$ cat config.mk
export PLATFORM = sky130hd
export DESIGN_NAME = pwm_chan_top
export DESIGN_NICKNAME = d
export VERILOG_FILES = /design/src/rtl/pwm_chan_pkg.sv /design/src/rtl/pwm_chan_regs.sv /design/src/rtl/pwm_chan_presc.sv /design/src/rtl/pwm_chan_counter.sv /design/src/rtl/pwm_chan_cmp.sv /design/src/rtl/pwm_chan_top.sv
export SDC_FILE = /design/constraint.sdc
export NUM_CORES = 1
export LEC_CHECK = 0
export ABC_CLOCK_PERIOD_IN_PS = 3760
export BUFFER_PORTS_ARGS = -buffer_cell sky130_fd_sc_hd__clkbuf_2
export CAP_MARGIN = 10
export CORE_ASPECT_RATIO = 1.1
export CORE_MARGIN = 4
export CORE_UTILIZATION = 58
export CTS_BUF_LIST = sky130_fd_sc_hd__clkbuf_4 sky130_fd_sc_hd__clkbuf_8
export DETAILED_ROUTE_END_ITERATION = 7
export PLACE_DENSITY = 0.86
export SLEW_MARGIN = 40
export SYNTH_ARGS = -nofsm -noshare
export SYNTH_HDL_FRONTEND = slang
export SYNTH_SLANG_ARGS = --single-unit
$ cat constraint.sdc
create_clock -name clk -period 3.76 [get_ports clk]
set_clock_uncertainty 0.15 [all_clocks]
set_input_delay 0.752 -clock clk [delete_from_list [all_inputs] [get_ports clk]]
set_output_delay 0.752 -clock clk [all_outputs]
set_load 0.02 [all_outputs]
$ cat src/rtl/pwm_chan_pkg.sv
`timescale 1ns/1ps
package pwm_chan_pkg;

    localparam int PS_W   = 3;
    localparam int PS_MAX = 5;
    localparam int PRE_W  = 2 * PS_MAX;

    localparam int ADR_CTRL = 0;
    localparam int ADR_PER  = 1;
    localparam int ADR_SH0  = 2;

    typedef enum logic [1:0] {
        CM_UP  = 2'd0,
        CM_DN  = 2'd1,
        CM_TRI = 2'd2
    } cnt_mode_e;

    // packed MSB first: bit7 crest, bit6 buf_en, bits5:3 ps, bits2:1 mode, bit0 run
    typedef struct packed {
        logic             crest_sel;
        logic             buf_en;
        logic [PS_W-1:0]  ps;
        cnt_mode_e        mode;
        logic             run;
    } ctrl_t;

    function automatic cnt_mode_e decode_mode(input logic [1:0] code);
        cnt_mode_e m;
        case (code)
            2'd1:    m = CM_DN;
            2'd2:    m = CM_TRI;
            default: m = CM_UP;
        endcase
        return m;
    endfunction

    function automatic logic [PRE_W-1:0] presc_limit(input logic [PS_W-1:0] ps);
        int p;
        p = int'(ps);
        if (p > PS_MAX) p = PS_MAX;
        return PRE_W'((1 << (2 * p)) - 1);
    endfunction

endpackage

$ cat src/rtl/pwm_chan_regs.sv
`timescale 1ns/1ps
module pwm_chan_regs
    import pwm_chan_pkg::*;
#(
    parameter int CNT_W  = 32,
    parameter int ADDR_W = 3,
    parameter int N_OUT  = 2
) (
    input  logic                         clk,
    input  logic                         rst,
    input  logic                         wr_en,
    input  logic [ADDR_W-1:0]            wr_addr,
    input  logic [CNT_W-1:0]             wr_data,
    output ctrl_t                        ctrl_q,
    output logic [CNT_W-1:0]             period_q,
    output logic [N_OUT-1:0]             sh_wr,
    output logic [N_OUT-1:0][CNT_W-1:0]  sh_q
);

    logic ctrl_hit;
    logic per_hit;

    assign ctrl_hit = wr_en && (wr_addr == ADDR_W'(ADR_CTRL));
    assign per_hit  = wr_en && (wr_addr == ADDR_W'(ADR_PER));

    always_ff @(posedge clk) begin
        if (rst) begin
            ctrl_q   <= '{crest_sel: 1'b0, buf_en: 1'b0, ps: '0, mode: CM_UP, run: 1'b0};
            period_q <= '0;
        end else begin
            if (ctrl_hit) begin
                ctrl_q <= '{crest_sel: wr_data[7],
                            buf_en:    wr_data[6],
                            ps:        wr_data[5:3],
                            mode:      decode_mode(wr_data[2:1]),
                            run:       wr_data[0]};
            end
            if (per_hit) period_q <= wr_data;
        end
    end

    for (genvar i = 0; i < N_OUT; i++) begin : g_shadow
        assign sh_wr[i] = wr_en && (wr_addr == ADDR_W'(ADR_SH0 + i));
        always_ff @(posedge clk) begin
            if (rst)           sh_q[i] <= '0;
            else if (sh_wr[i]) sh_q[i] <= wr_data;
        end
    end

endmodule

$ cat src/rtl/pwm_chan_presc.sv
`timescale 1ns/1ps
module pwm_chan_presc
    import pwm_chan_pkg::*;
(
    input  logic            clk,
    input  logic            rst,
    input  logic            run,
    input  logic            clr,
    input  logic [PS_W-1:0] ps,
    output logic            tick
);

    logic [PRE_W-1:0] pre_q;
    logic [PRE_W-1:0] lim;

    assign lim  = presc_limit(ps);
    assign tick = run && (pre_q >= lim);

    always_ff @(posedge clk) begin
        if (rst || clr)  pre_q <= '0;
        else if (run)    pre_q <= tick ? '0 : pre_q + PRE_W'(1);
    end

    a_r6_presc_frozen: assert property (@(posedge clk) disable iff (rst)
        (!run && !clr) |=> $stable(pre_q));

endmodule

$ cat src/rtl/pwm_chan_counter.sv
`timescale 1ns/1ps
module pwm_chan_counter
    import pwm_chan_pkg::*;
#(
    parameter int CNT_W = 32
) (
    input  logic             clk,
    input  logic             rst,
    input  ctrl_t            ctrl,
    input  logic [CNT_W-1:0] period,
    input  logic             tick,
    input  logic             clr,
    output logic [CNT_W-1:0] cnt_q,
    output logic             ovf_q,
    output logic             unf_q,
    output logic             xfer
);

    logic             rising_q;
    logic             at_top;
    logic             at_zero;
    logic             crest;
    logic             trough;
    logic [CNT_W-1:0] cnt_d;
    logic             rising_d;

    assign at_top  = (cnt_q >= period);
    assign at_zero = (cnt_q == '0);

    always_comb begin
        crest  = 1'b0;
        trough = 1'b0;
        case (ctrl.mode)
            CM_UP:   crest  = tick && at_top;
            CM_DN:   trough = tick && at_zero;
            default: begin
                crest  = tick &&  rising_q && at_top;
                trough = tick && !rising_q && at_zero;
            end
        endcase
    end

    always_comb begin
        if (!ctrl.buf_en || clr)       xfer = 1'b0;
        else if (ctrl.mode == CM_TRI)  xfer = ctrl.crest_sel ? crest : trough;
        else                           xfer = crest || trough;
    end

    always_comb begin
        cnt_d    = cnt_q;
        rising_d = rising_q;
        if (clr) begin
            cnt_d    = (ctrl.mode == CM_DN) ? period : '0;
            rising_d = 1'b1;
        end else if (tick) begin
            case (ctrl.mode)
                CM_UP: cnt_d = crest ? '0 : cnt_q + CNT_W'(1);
                CM_DN: cnt_d = trough ? period : cnt_q - CNT_W'(1);
                default: begin
                    if (rising_q) begin
                        if (crest) begin
                            rising_d = 1'b0;
                            cnt_d    = (period == '0) ? '0 : period - CNT_W'(1);
                        end else begin
                            cnt_d = cnt_q + CNT_W'(1);
                        end
                    end else begin
                        if (trough) begin
                            rising_d = 1'b1;
                            cnt_d    = (period == '0) ? '0 : CNT_W'(1);
                        end else begin
                            cnt_d = cnt_q - CNT_W'(1);
                        end
                    end
                end
            endcase
        end
    end

    always_ff @(posedge clk) begin
        if (rst) begin
            cnt_q    <= '0;
            rising_q <= 1'b1;
            ovf_q    <= 1'b0;
            unf_q    <= 1'b0;
        end else begin
            cnt_q    <= cnt_d;
            rising_q <= rising_d;
            ovf_q    <= crest && !clr;
            unf_q    <= trough && !clr;
        end
    end

    a_r6_count_hold: assert property (@(posedge clk) disable iff (rst)
        (!ctrl.run && !clr) |=> $stable(cnt_q));
    a_r2_no_step_without_tick: assert property (@(posedge clk) disable iff (rst)
        (!tick && !clr) |=> $stable(cnt_q));
    a_r7_clear_to_zero: assert property (@(posedge clk) disable iff (rst)
        (clr && ctrl.mode != CM_DN) |=> (cnt_q == '0));
    a_r7_clear_to_period: assert property (@(posedge clk) disable iff (rst)
        (clr && ctrl.mode == CM_DN) |=> (cnt_q == $past(period)));
    a_r3_ovf_at_zero: assert property (@(posedge clk) disable iff (rst)
        (ovf_q && $past(ctrl.mode) == CM_UP) |-> (cnt_q == '0));
    a_r4_unf_reload: assert property (@(posedge clk) disable iff (rst)
        (unf_q && $past(ctrl.mode) == CM_DN) |-> (cnt_q == $past(period)));
    a_r5_one_flag: assert property (@(posedge clk) disable iff (rst)
        !(ovf_q && unf_q));

endmodule

$ cat src/rtl/pwm_chan_cmp.sv
`timescale 1ns/1ps
module pwm_chan_cmp
    import pwm_chan_pkg::*;
#(
    parameter int CNT_W = 32
) (
    input  logic             clk,
    input  logic             rst,
    input  logic             buf_en,
    input  logic             xfer,
    input  logic             sh_wr,
    input  logic [CNT_W-1:0] sh_val,
    input  logic [CNT_W-1:0] wr_data,
    input  cnt_mode_e        mode,
    input  logic [CNT_W-1:0] cnt,
    output logic             pwm
);

    logic [CNT_W-1:0] cmp_q;

    always_ff @(posedge clk) begin
        if (rst)                    cmp_q <= '0;
        else if (!buf_en && sh_wr)  cmp_q <= wr_data;
        else if (xfer)              cmp_q <= sh_val;
    end

    always_comb begin
        case (mode)
            CM_UP:   pwm = (cnt <  cmp_q);
            CM_DN:   pwm = (cnt >  cmp_q);
            default: pwm = (cnt >= cmp_q);
        endcase
    end

    a_r9_shadow_held: assert property (@(posedge clk) disable iff (rst)
        (buf_en && !xfer) |=> $stable(cmp_q));
    a_r11_direct_load: assert property (@(posedge clk) disable iff (rst)
        (!buf_en && sh_wr) |=> (cmp_q == $past(wr_data)));
    a_r10_xfer_loads_shadow: assert property (@(posedge clk) disable iff (rst)
        (xfer && !sh_wr) |=> (cmp_q == $past(sh_val)));

endmodule

$ cat src/rtl/pwm_chan_top.sv
`timescale 1ns/1ps
module pwm_chan_top
    import pwm_chan_pkg::*;
#(
    parameter int CNT_W  = 32,
    parameter int ADDR_W = 3,
    parameter int N_OUT  = 2
) (
    input  logic              clk,
    input  logic              rst,
    input  logic              wr_en,
    input  logic [ADDR_W-1:0] wr_addr,
    input  logic [CNT_W-1:0]  wr_data,
    input  logic              clr,
    output logic [CNT_W-1:0]  cnt_o,
    output logic [N_OUT-1:0]  pwm_o,
    output logic              ovf_o,
    output logic              unf_o
);

    ctrl_t                       ctrl_q;
    logic [CNT_W-1:0]            period_q;
    logic [N_OUT-1:0]            sh_wr;
    logic [N_OUT-1:0][CNT_W-1:0] sh_q;
    logic                        tick;
    logic                        xfer;

    pwm_chan_regs #(.CNT_W(CNT_W), .ADDR_W(ADDR_W), .N_OUT(N_OUT)) u_regs (
        .clk      (clk),
        .rst      (rst),
        .wr_en    (wr_en),
        .wr_addr  (wr_addr),
        .wr_data  (wr_data),
        .ctrl_q   (ctrl_q),
        .period_q (period_q),
        .sh_wr    (sh_wr),
        .sh_q     (sh_q)
    );

    pwm_chan_presc u_presc (
        .clk  (clk),
        .rst  (rst),
        .run  (ctrl_q.run),
        .clr  (clr),
        .ps   (ctrl_q.ps),
        .tick (tick)
    );

    pwm_chan_counter #(.CNT_W(CNT_W)) u_cnt (
        .clk    (clk),
        .rst    (rst),
        .ctrl   (ctrl_q),
        .period (period_q),
        .tick   (tick),
        .clr    (clr),
        .cnt_q  (cnt_o),
        .ovf_q  (ovf_o),
        .unf_q  (unf_o),
        .xfer   (xfer)
    );

    for (genvar i = 0; i < N_OUT; i++) begin : g_out
        pwm_chan_cmp #(.CNT_W(CNT_W)) u_cmp (
            .clk     (clk),
            .rst     (rst),
            .buf_en  (ctrl_q.buf_en),
            .xfer    (xfer),
            .sh_wr   (sh_wr[i]),
            .sh_val  (sh_q[i]),
            .wr_data (wr_data),
            .mode    (ctrl_q.mode),
            .cnt     (cnt_o),
            .pwm     (pwm_o[i])
        );
    end

endmodule

Yosys cells after proc, flatten, opt, wreduce, memory -nomap -nowiden
Cells that the tools add are included.
Widths: inputs -> output; s select.
{"block": "totals", "regBits": 213, "wordCells": 97}
{"block": "op_classes", "order_cmp": 9, "n_addsub": 5, "n_bitwise": 1, "eq_ne": 7, "muxes": 28, "reduce_logical": 31, "n_shift": 1}
{"op": "$mux 32", "n": 13}
{"op": "$ge 32x32->1", "n": 3}
{"op": "$gt 32x32->1", "n": 2}
{"op": "$logic_not 32->1", "n": 2}
{"op": "$lt 32x32->1", "n": 2}
{"op": "$pmux 32 s2", "n": 1}
{"op": "$sub 32x1->32 const B", "n": 2}
{"op": "$add 32x1->32 const B", "n": 1}
{"op": "$logic_and 1x1->1", "n": 15}
{"op": "$add 10x1->10 const B", "n": 1}
{"op": "$ge 10x10->1", "n": 1}
{"op": "$mux 10", "n": 1}
{"op": "$shl 1x4->10 const A", "n": 1}
{"op": "$sub 10x2->10 const B", "n": 1}
{"op": "$pmux 1 s2", "n": 4}
{"op": "$mux 1", "n": 7}
{"op": "$eq 3x2->1 const B", "n": 2}
{"op": "$reduce_bool 2->1", "n": 3}
{"op": "$eq 2x1->1 const B", "n": 2}
{"op": "$eq 2x2->1 const B", "n": 2}
{"op": "$pmux 2 s2", "n": 1}
{"op": "$reduce_or 2->1", "n": 2}
{"op": "$eq 3x1->1 const B", "n": 1}
{"op": "$gt 3x3->1 const B", "n": 1}
{"op": "other kinds (7)", "n": 11}

Depth between registers and ports, before layout
{"block": "logic_depth", "ltp_word": 14, "ltp_mapped": 19, "mapped_depth_nobuf": 15}

Cells and area by module
A second synthesis with hierarchy kept.
{"block": "unflattened", "cells_unflattened": 1801, "area_unflattened_um2": 14871.8}
{"mod": "pwm_chan_counter", "area_each_um2": 5496.5, "cells_each": 811, "instances": 1}
{"mod": "pwm_chan_cmp", "area_each_um2": 2220.9, "cells_each": 262, "instances": 2}
{"mod": "pwm_chan_regs", "area_each_um2": 4194.0, "cells_each": 381, "instances": 1}
{"mod": "pwm_chan_presc", "area_each_um2": 739.5, "cells_each": 85, "instances": 1}

Worst setup path after synthesis
OpenSTA, ideal clock, no wires.
{"block": "synth_path", "path_type": "register to register", "start": "reg, netlist name u_regs.ctrl_q[5]", "end": "reg g_out[1].u_cmp.cmp_q[24]", "path_slack_ns": -0.122, "setup_ns": 0.070, "period_less_slack_ns": 3.882, "path_stages_with_launch": 16, "arrival_ns": 3.661, "path_cell_list": "dfxtp_1 -> clkbuf_1 -> or3_1 -> ha_1 -> ha_1 -> or3_1 -> o21ai_0 -> nor4_1 -> or2_2 -> buf_2 -> a311oi_1 -> a211oi_2 -> o211ai_1 -> clkbuf_1 -> nand3_1 -> a21oi_1"}
{"block": "synth_between", "elab_chain_len": 13, "elab_cells_between_ends": 19, "classes_between": "1 x add/sub; 2 x order compare; 1 x shift; 6 x mux; 9 x reduce/logical"}
{"element": "$gt 3x3->1", "line_no": "pwm_chan_pkg.sv:40", "text": "if (p > PS_MAX) p = PS_MAX;"}
{"element": "$mux 3 (*)", "line_no": "pwm_chan_pkg.sv:40"}
{"element": "$shl 1x4->10 (*)", "line_no": "pwm_chan_pkg.sv:41", "text": "return PRE_W'((1 << (2 * p)) - 1);"}
{"element": "$sub 10x2->10 (*)", "line_no": "pwm_chan_pkg.sv:41"}
{"element": "$ge 10x10->1 (*)", "line_no": "pwm_chan_presc.sv:17", "text": "assign tick = run && (pre_q >= lim);"}
{"element": "$logic_and 1x1->1 (*)", "line_no": "pwm_chan_presc.sv:17"}
{"element": "$logic_and 1x1->1, on equally long branches (2 in series)", "line_no": "pwm_chan_counter.sv:38, pwm_chan_counter.sv:37"}
{"element": "$pmux 1 s2", "line_no": "pwm_chan_counter.sv:33", "text": "case (ctrl.mode)"}
{"element": "$mux 1 / $logic_or 1x1->1 (equally long branches)", "line_no": "pwm_chan_counter.sv:45, pwm_chan_counter.sv:46"}
{"element": "$mux 1 (*)", "line_no": "pwm_chan_counter.sv:45", "text": "else if (ctrl.mode == CM_TRI) xfer = ctrl.crest_sel ? crest : trough;"}
{"element": "$mux 1 (*)", "line_no": "pwm_chan_counter.sv:44", "text": "if (!ctrl.buf_en || clr) xfer = 1'b0;"}
{"element": "$reduce_bool 2->1 (no line) (*)"}
{"element": "to (signal assigned)", "line_no": "pwm_chan_cmp.sv:23", "text": "else if (!buf_en && sh_wr) cmp_q <= wr_data;"}
{"element": "to (signal assigned)", "line_no": "pwm_chan_cmp.sv:24", "text": "else if (xfer) cmp_q <= sh_val;"}
{"element": "to (decl)", "line_no": "pwm_chan_cmp.sv:19", "text": "logic [CNT_W-1:0] cmp_q;"}
Mark *: on every way between the ends. The rest lies on a longest branch, timed or not.
A chain may end at the register's enable or synchronous reset.

Worst setup path after layout
{"block": "layout_path", "start": "reg g_out[0].u_cmp.cmp_q[17]", "end": "out pwm_o[0]"}
{"block": "layout_between", "elab_chain_len": 2, "elab_cells_between_ends": 4, "classes_between": "3 x order compare; 1 x mux"}
{"element": "from (decl)", "line_no": "pwm_chan_cmp.sv:19"}
{"element": "from (signal assigned)", "line_no": "pwm_chan_cmp.sv:23"}
{"element": "from (signal assigned)", "line_no": "pwm_chan_cmp.sv:24"}
{"element": "$ge 32x32->1, or another cell as far along", "line_no": "pwm_chan_cmp.sv:31", "text": "default: pwm = (cnt >= cmp_q);"}
{"element": "$pmux 1 s2 (*)", "line_no": "pwm_chan_cmp.sv:28", "text": "case (mode)"}
{"element": "to (decl)", "line_no": "pwm_chan_top.sv:16", "text": "output logic [N_OUT-1:0] pwm_o,"}
Marked as above.

==> impl_results.md <==
- Status: complete, but fails checks
- Failing checks: negative setup slack
- CTS tree: yes
- Port Buffer Count: 74
- Fmax: 248 MHz
- Starting Density: 0.592
- GR Overflow Total: 0
- Period utilization: 1.07
- Register area share after synthesis: 0.303
- Die Area: 0.0268 sq mm
- Layout cells sized above 1: 0.186
- IO Pins: 75
- Max-slew headroom: 0.470
- Initial DRC Count: 2,180
- Startpoint types: register
- RSZ-0062 raised after global routing: true
- Pins Over Slew Limit: 0
- Vias in the first global route: 14,633
- Most frequent cells in the layout: nand2_1, a21oi_1, dfxtp_1, buf_4, nor2_1
- Critical Path AT: 3.13 ns
- CTS sink count: 213
- Drt drc: 0
- Slowest cell delay on critical path: 0.58 ns
- Chip Width: 157 um
- Wire per inst: 21.7 um
- Post-Place Worst Slack: -0.234 ns
- DP Area: 0.0155 sq mm
- DR pass1 iterations: 6
- ANT nets after route: 0
- Synth Instances: 1,920
- Post-Syn Area: 0.0141 sq mm
- Clk Latency, worst-skew pair: 0.55 ns
- Final Hold Viols: 0
- WS Path Type: reg -> out
- Routed vias/inst: 6.57
- Syn Nets: 2,070
- Asr flop ratio synth: 0
- Initial antenna violation count: 1
- Worst VDD drop: 0.000348 V
- Clock-pin slew on the worst setup and hold paths: 0.06 ns
- WHS: 0.303 ns
- Slowest CP cell: or4b_4
- Worst-path maximum fanout: 3
- Crit path cell chain: inv_2 -> ha_4 -> a21o_1 -> a21o_1 -> a21oi_2 -> o21ai_1 -> nand2_1 -> a21oi_2 -> or4b_4 -> or3_4 -> o311ai_4 -> buf_6 -> buf_8
- Routability Congestion: 1.05
- CTS Buf Count: 36
- Distinct cells, synth: 77
- Largest net degree at the start of global routing: 95
- Design area: 0.0167 sq mm
- Hold crit path type: reg -> reg
- Most common cell after layout, fill and taps aside: nand2_1
- Power density cells: 346 mW/mm^2
- Static Leak: 6.48 nW
- Root buffer cell: clkbuf_8
- Row count: 59
- Period minus WS final: 4.04 ns
- Core area: 0.0238 sq mm
- R2r setup slk: -0.01 ns
- Number of diodes: 0
- Final setup fails: 4
- Synth warnings: 0
- Drt total wl: 51,600 um
- Worst-Margin Slew: 0.788 ns
- Post-synth EDFFs: 0
- Crit end category: output pin
- Top_reg_cell synth: dfxtp_1
- Clk buf depth: 3
- Slack of the critical path: -0.276 ns
- Tot GR Track Use: 0.365
- Syn-to-layout area delta: 18.5%
- # H-tree levels: 2
- Hpwl dp: 36,100 um
- Synth Area per Inst: 7.33 sq um
- Maxcap violations: 0
- Post-synthesis register bit count: 213
- Vias post-DR: 15,622
- Pwr Total: 0.00577 W
- Die Y-Extent: 171 um
- First-pass GRT wire length: 78,500 um
- Data required, critical path: 2.86 ns
- # nets final: 2,201
cells by family (layout without fill, tap and decap cells):
| family | count (synthesis) | count (layout) | share of synthesized area |
|---|---|---|---|
| XOR/XNOR | 87 | 87 | 0.0541 |
| multiplexers | 7 | 7 | 0.00525 |
| AND/OR/NAND/NOR | 717 | 717 | 0.234 |
| flip-flops | 213 | 213 | 0.303 |
| buffers and inverters | 257 | 408 | 0.0711 |
| adder cells (fa/ha/maj) | 111 | 111 | 0.0987 |
| AO/OA/AOI/OAI | 528 | 528 | 0.234 |
where the power goes:
group | switching (W) | internal (W) | leakage (nW) | total [W]
Clock | 0.000987 | 0.00119 | 0.390 | 0.00218
Sequential | 0.0000515 | 0.00231 | 1.73 | 0.00236
Combinational | 0.000748 | 0.000475 | 4.36 | 0.00122
Total | 0.00179 | 0.00398 | 6.48 | 0.00577
final timing paths:
path | startpoint | endpoint | depth (start not counted)
min | u_regs.sh_q[7]$_SDFFE_PP0P_ | u_regs.sh_q[7]$_SDFFE_PP0P_ | 2
max | g_out[0].u_cmp.cmp_q[17]$_SDFFE_PP0P_ | pwm_o[0] | 13
max reg2reg | u_regs.ctrl_q[5]$_SDFFE_PP0P_ | g_out[1].u_cmp.cmp_q[0]$_SDFFE_PP0P_ | 15
min reg2reg | u_regs.sh_q[7]$_SDFFE_PP0P_ | u_regs.sh_q[7]$_SDFFE_PP0P_ | 2
metal layers:
layer	GRT usage	routed length, um	vias to the layer above
met5	0	12	-
met4	0.174	2500	2
met3	0.0760	6280	217
met2	0.559	22700	1092
met1	0.492	20100	7259
li1	-	-	7052
cells in the mapped netlist (10+ instances only):
| master | instances | area (sq um) |
|---|---|---|
| nand2_1 | 320 | 1200 |
| a21oi_1 | 243 | 1220 |
| dfxtp_1 | 213 | 4260 |
| nor2_1 | 127 | 477 |
| clkbuf_1 | 118 | 443 |
| inv_1 | 113 | 424 |
| ha_1 | 111 | 1390 |
| nand3_1 | 85 | 425 |
| o21ai_0 | 61 | 305 |
| xnor2_1 | 53 | 464 |
| a22oi_1 | 49 | 368 |
| nor3_1 | 42 | 210 |
| nand4_1 | 40 | 250 |
| xor2_1 | 34 | 298 |
| a31oi_1 | 28 | 175 |
| a21o_1 | 20 | 150 |
| nor4_1 | 19 | 119 |
| o31ai_1 | 17 | 128 |
| a211oi_1 | 15 | 113 |
| or3_1 | 13 | 81.3 |
| and3_1 | 12 | 75.1 |
| buf_2 | 11 | 55.1 |
| nand2b_1 | 11 | 68.8 |
| a2111oi_0 | 10 | 87.6 |
| buf_1 | 10 | 37.5 |
through the flow:
stage | utilization | setup TNS [ns] | cells
finish | 0.701 | -0.378 | 2376
global route | 0.701 | -7.05 | 2376
CTS | 0.689 | -0.404 | 2369
detailed placement | 0.652 | -9.40 | 2309
global placement | 0.652 | -2.14 | 2309
floorplan | - | 0 | 1920
repair_timing:
item / in CTS / in global routing
hold endpoints to repair: 0 / 0
pin swaps: 10 / 24
resized for setup: 32 / 71
gates cloned: 1 / 1
endpoints found under the setup margin: 70 / 74
buffers inserted: 1 / 6
hold buffers: 0 / 0
cell type report:
type	instances	area [sq um]
clock buffers	51	652
clock inverters	7	86.3
fillers	1876	7100
inverters	113	424
multi-input cells	1450	9110
flip-flops and latches	213	4290
well taps	305	382
repair buffers	237	1740
flip-flops by register name (all words and copies together), names as in the netlist:
signal / count
u_cnt.ovf_q: 1
u_cnt.rising_q: 1
u_regs.ctrl_q: 8
u_regs.period_q: 32
u_cnt.unf_q: 1
u_presc.pre_q: 10
g_out.u_cmp.cmp_q: 64
u_cnt.cnt_q: 32
u_regs.sh_q: 64
critical path, delay by kind of cell, from the launching register on:
| family | cells | cell delay (ns) |
|---|---|---|
| buffers and inverters | 3 | 0.33 |
| adders and majority gates | 1 | 0.20 |
| AOI/OAI and AO/OA | 6 | 0.70 |
| and+or+nand+nor | 3 | 1.04 |
| DFF | 1 | 0.32 |
(Power assumes the default switching activity.)
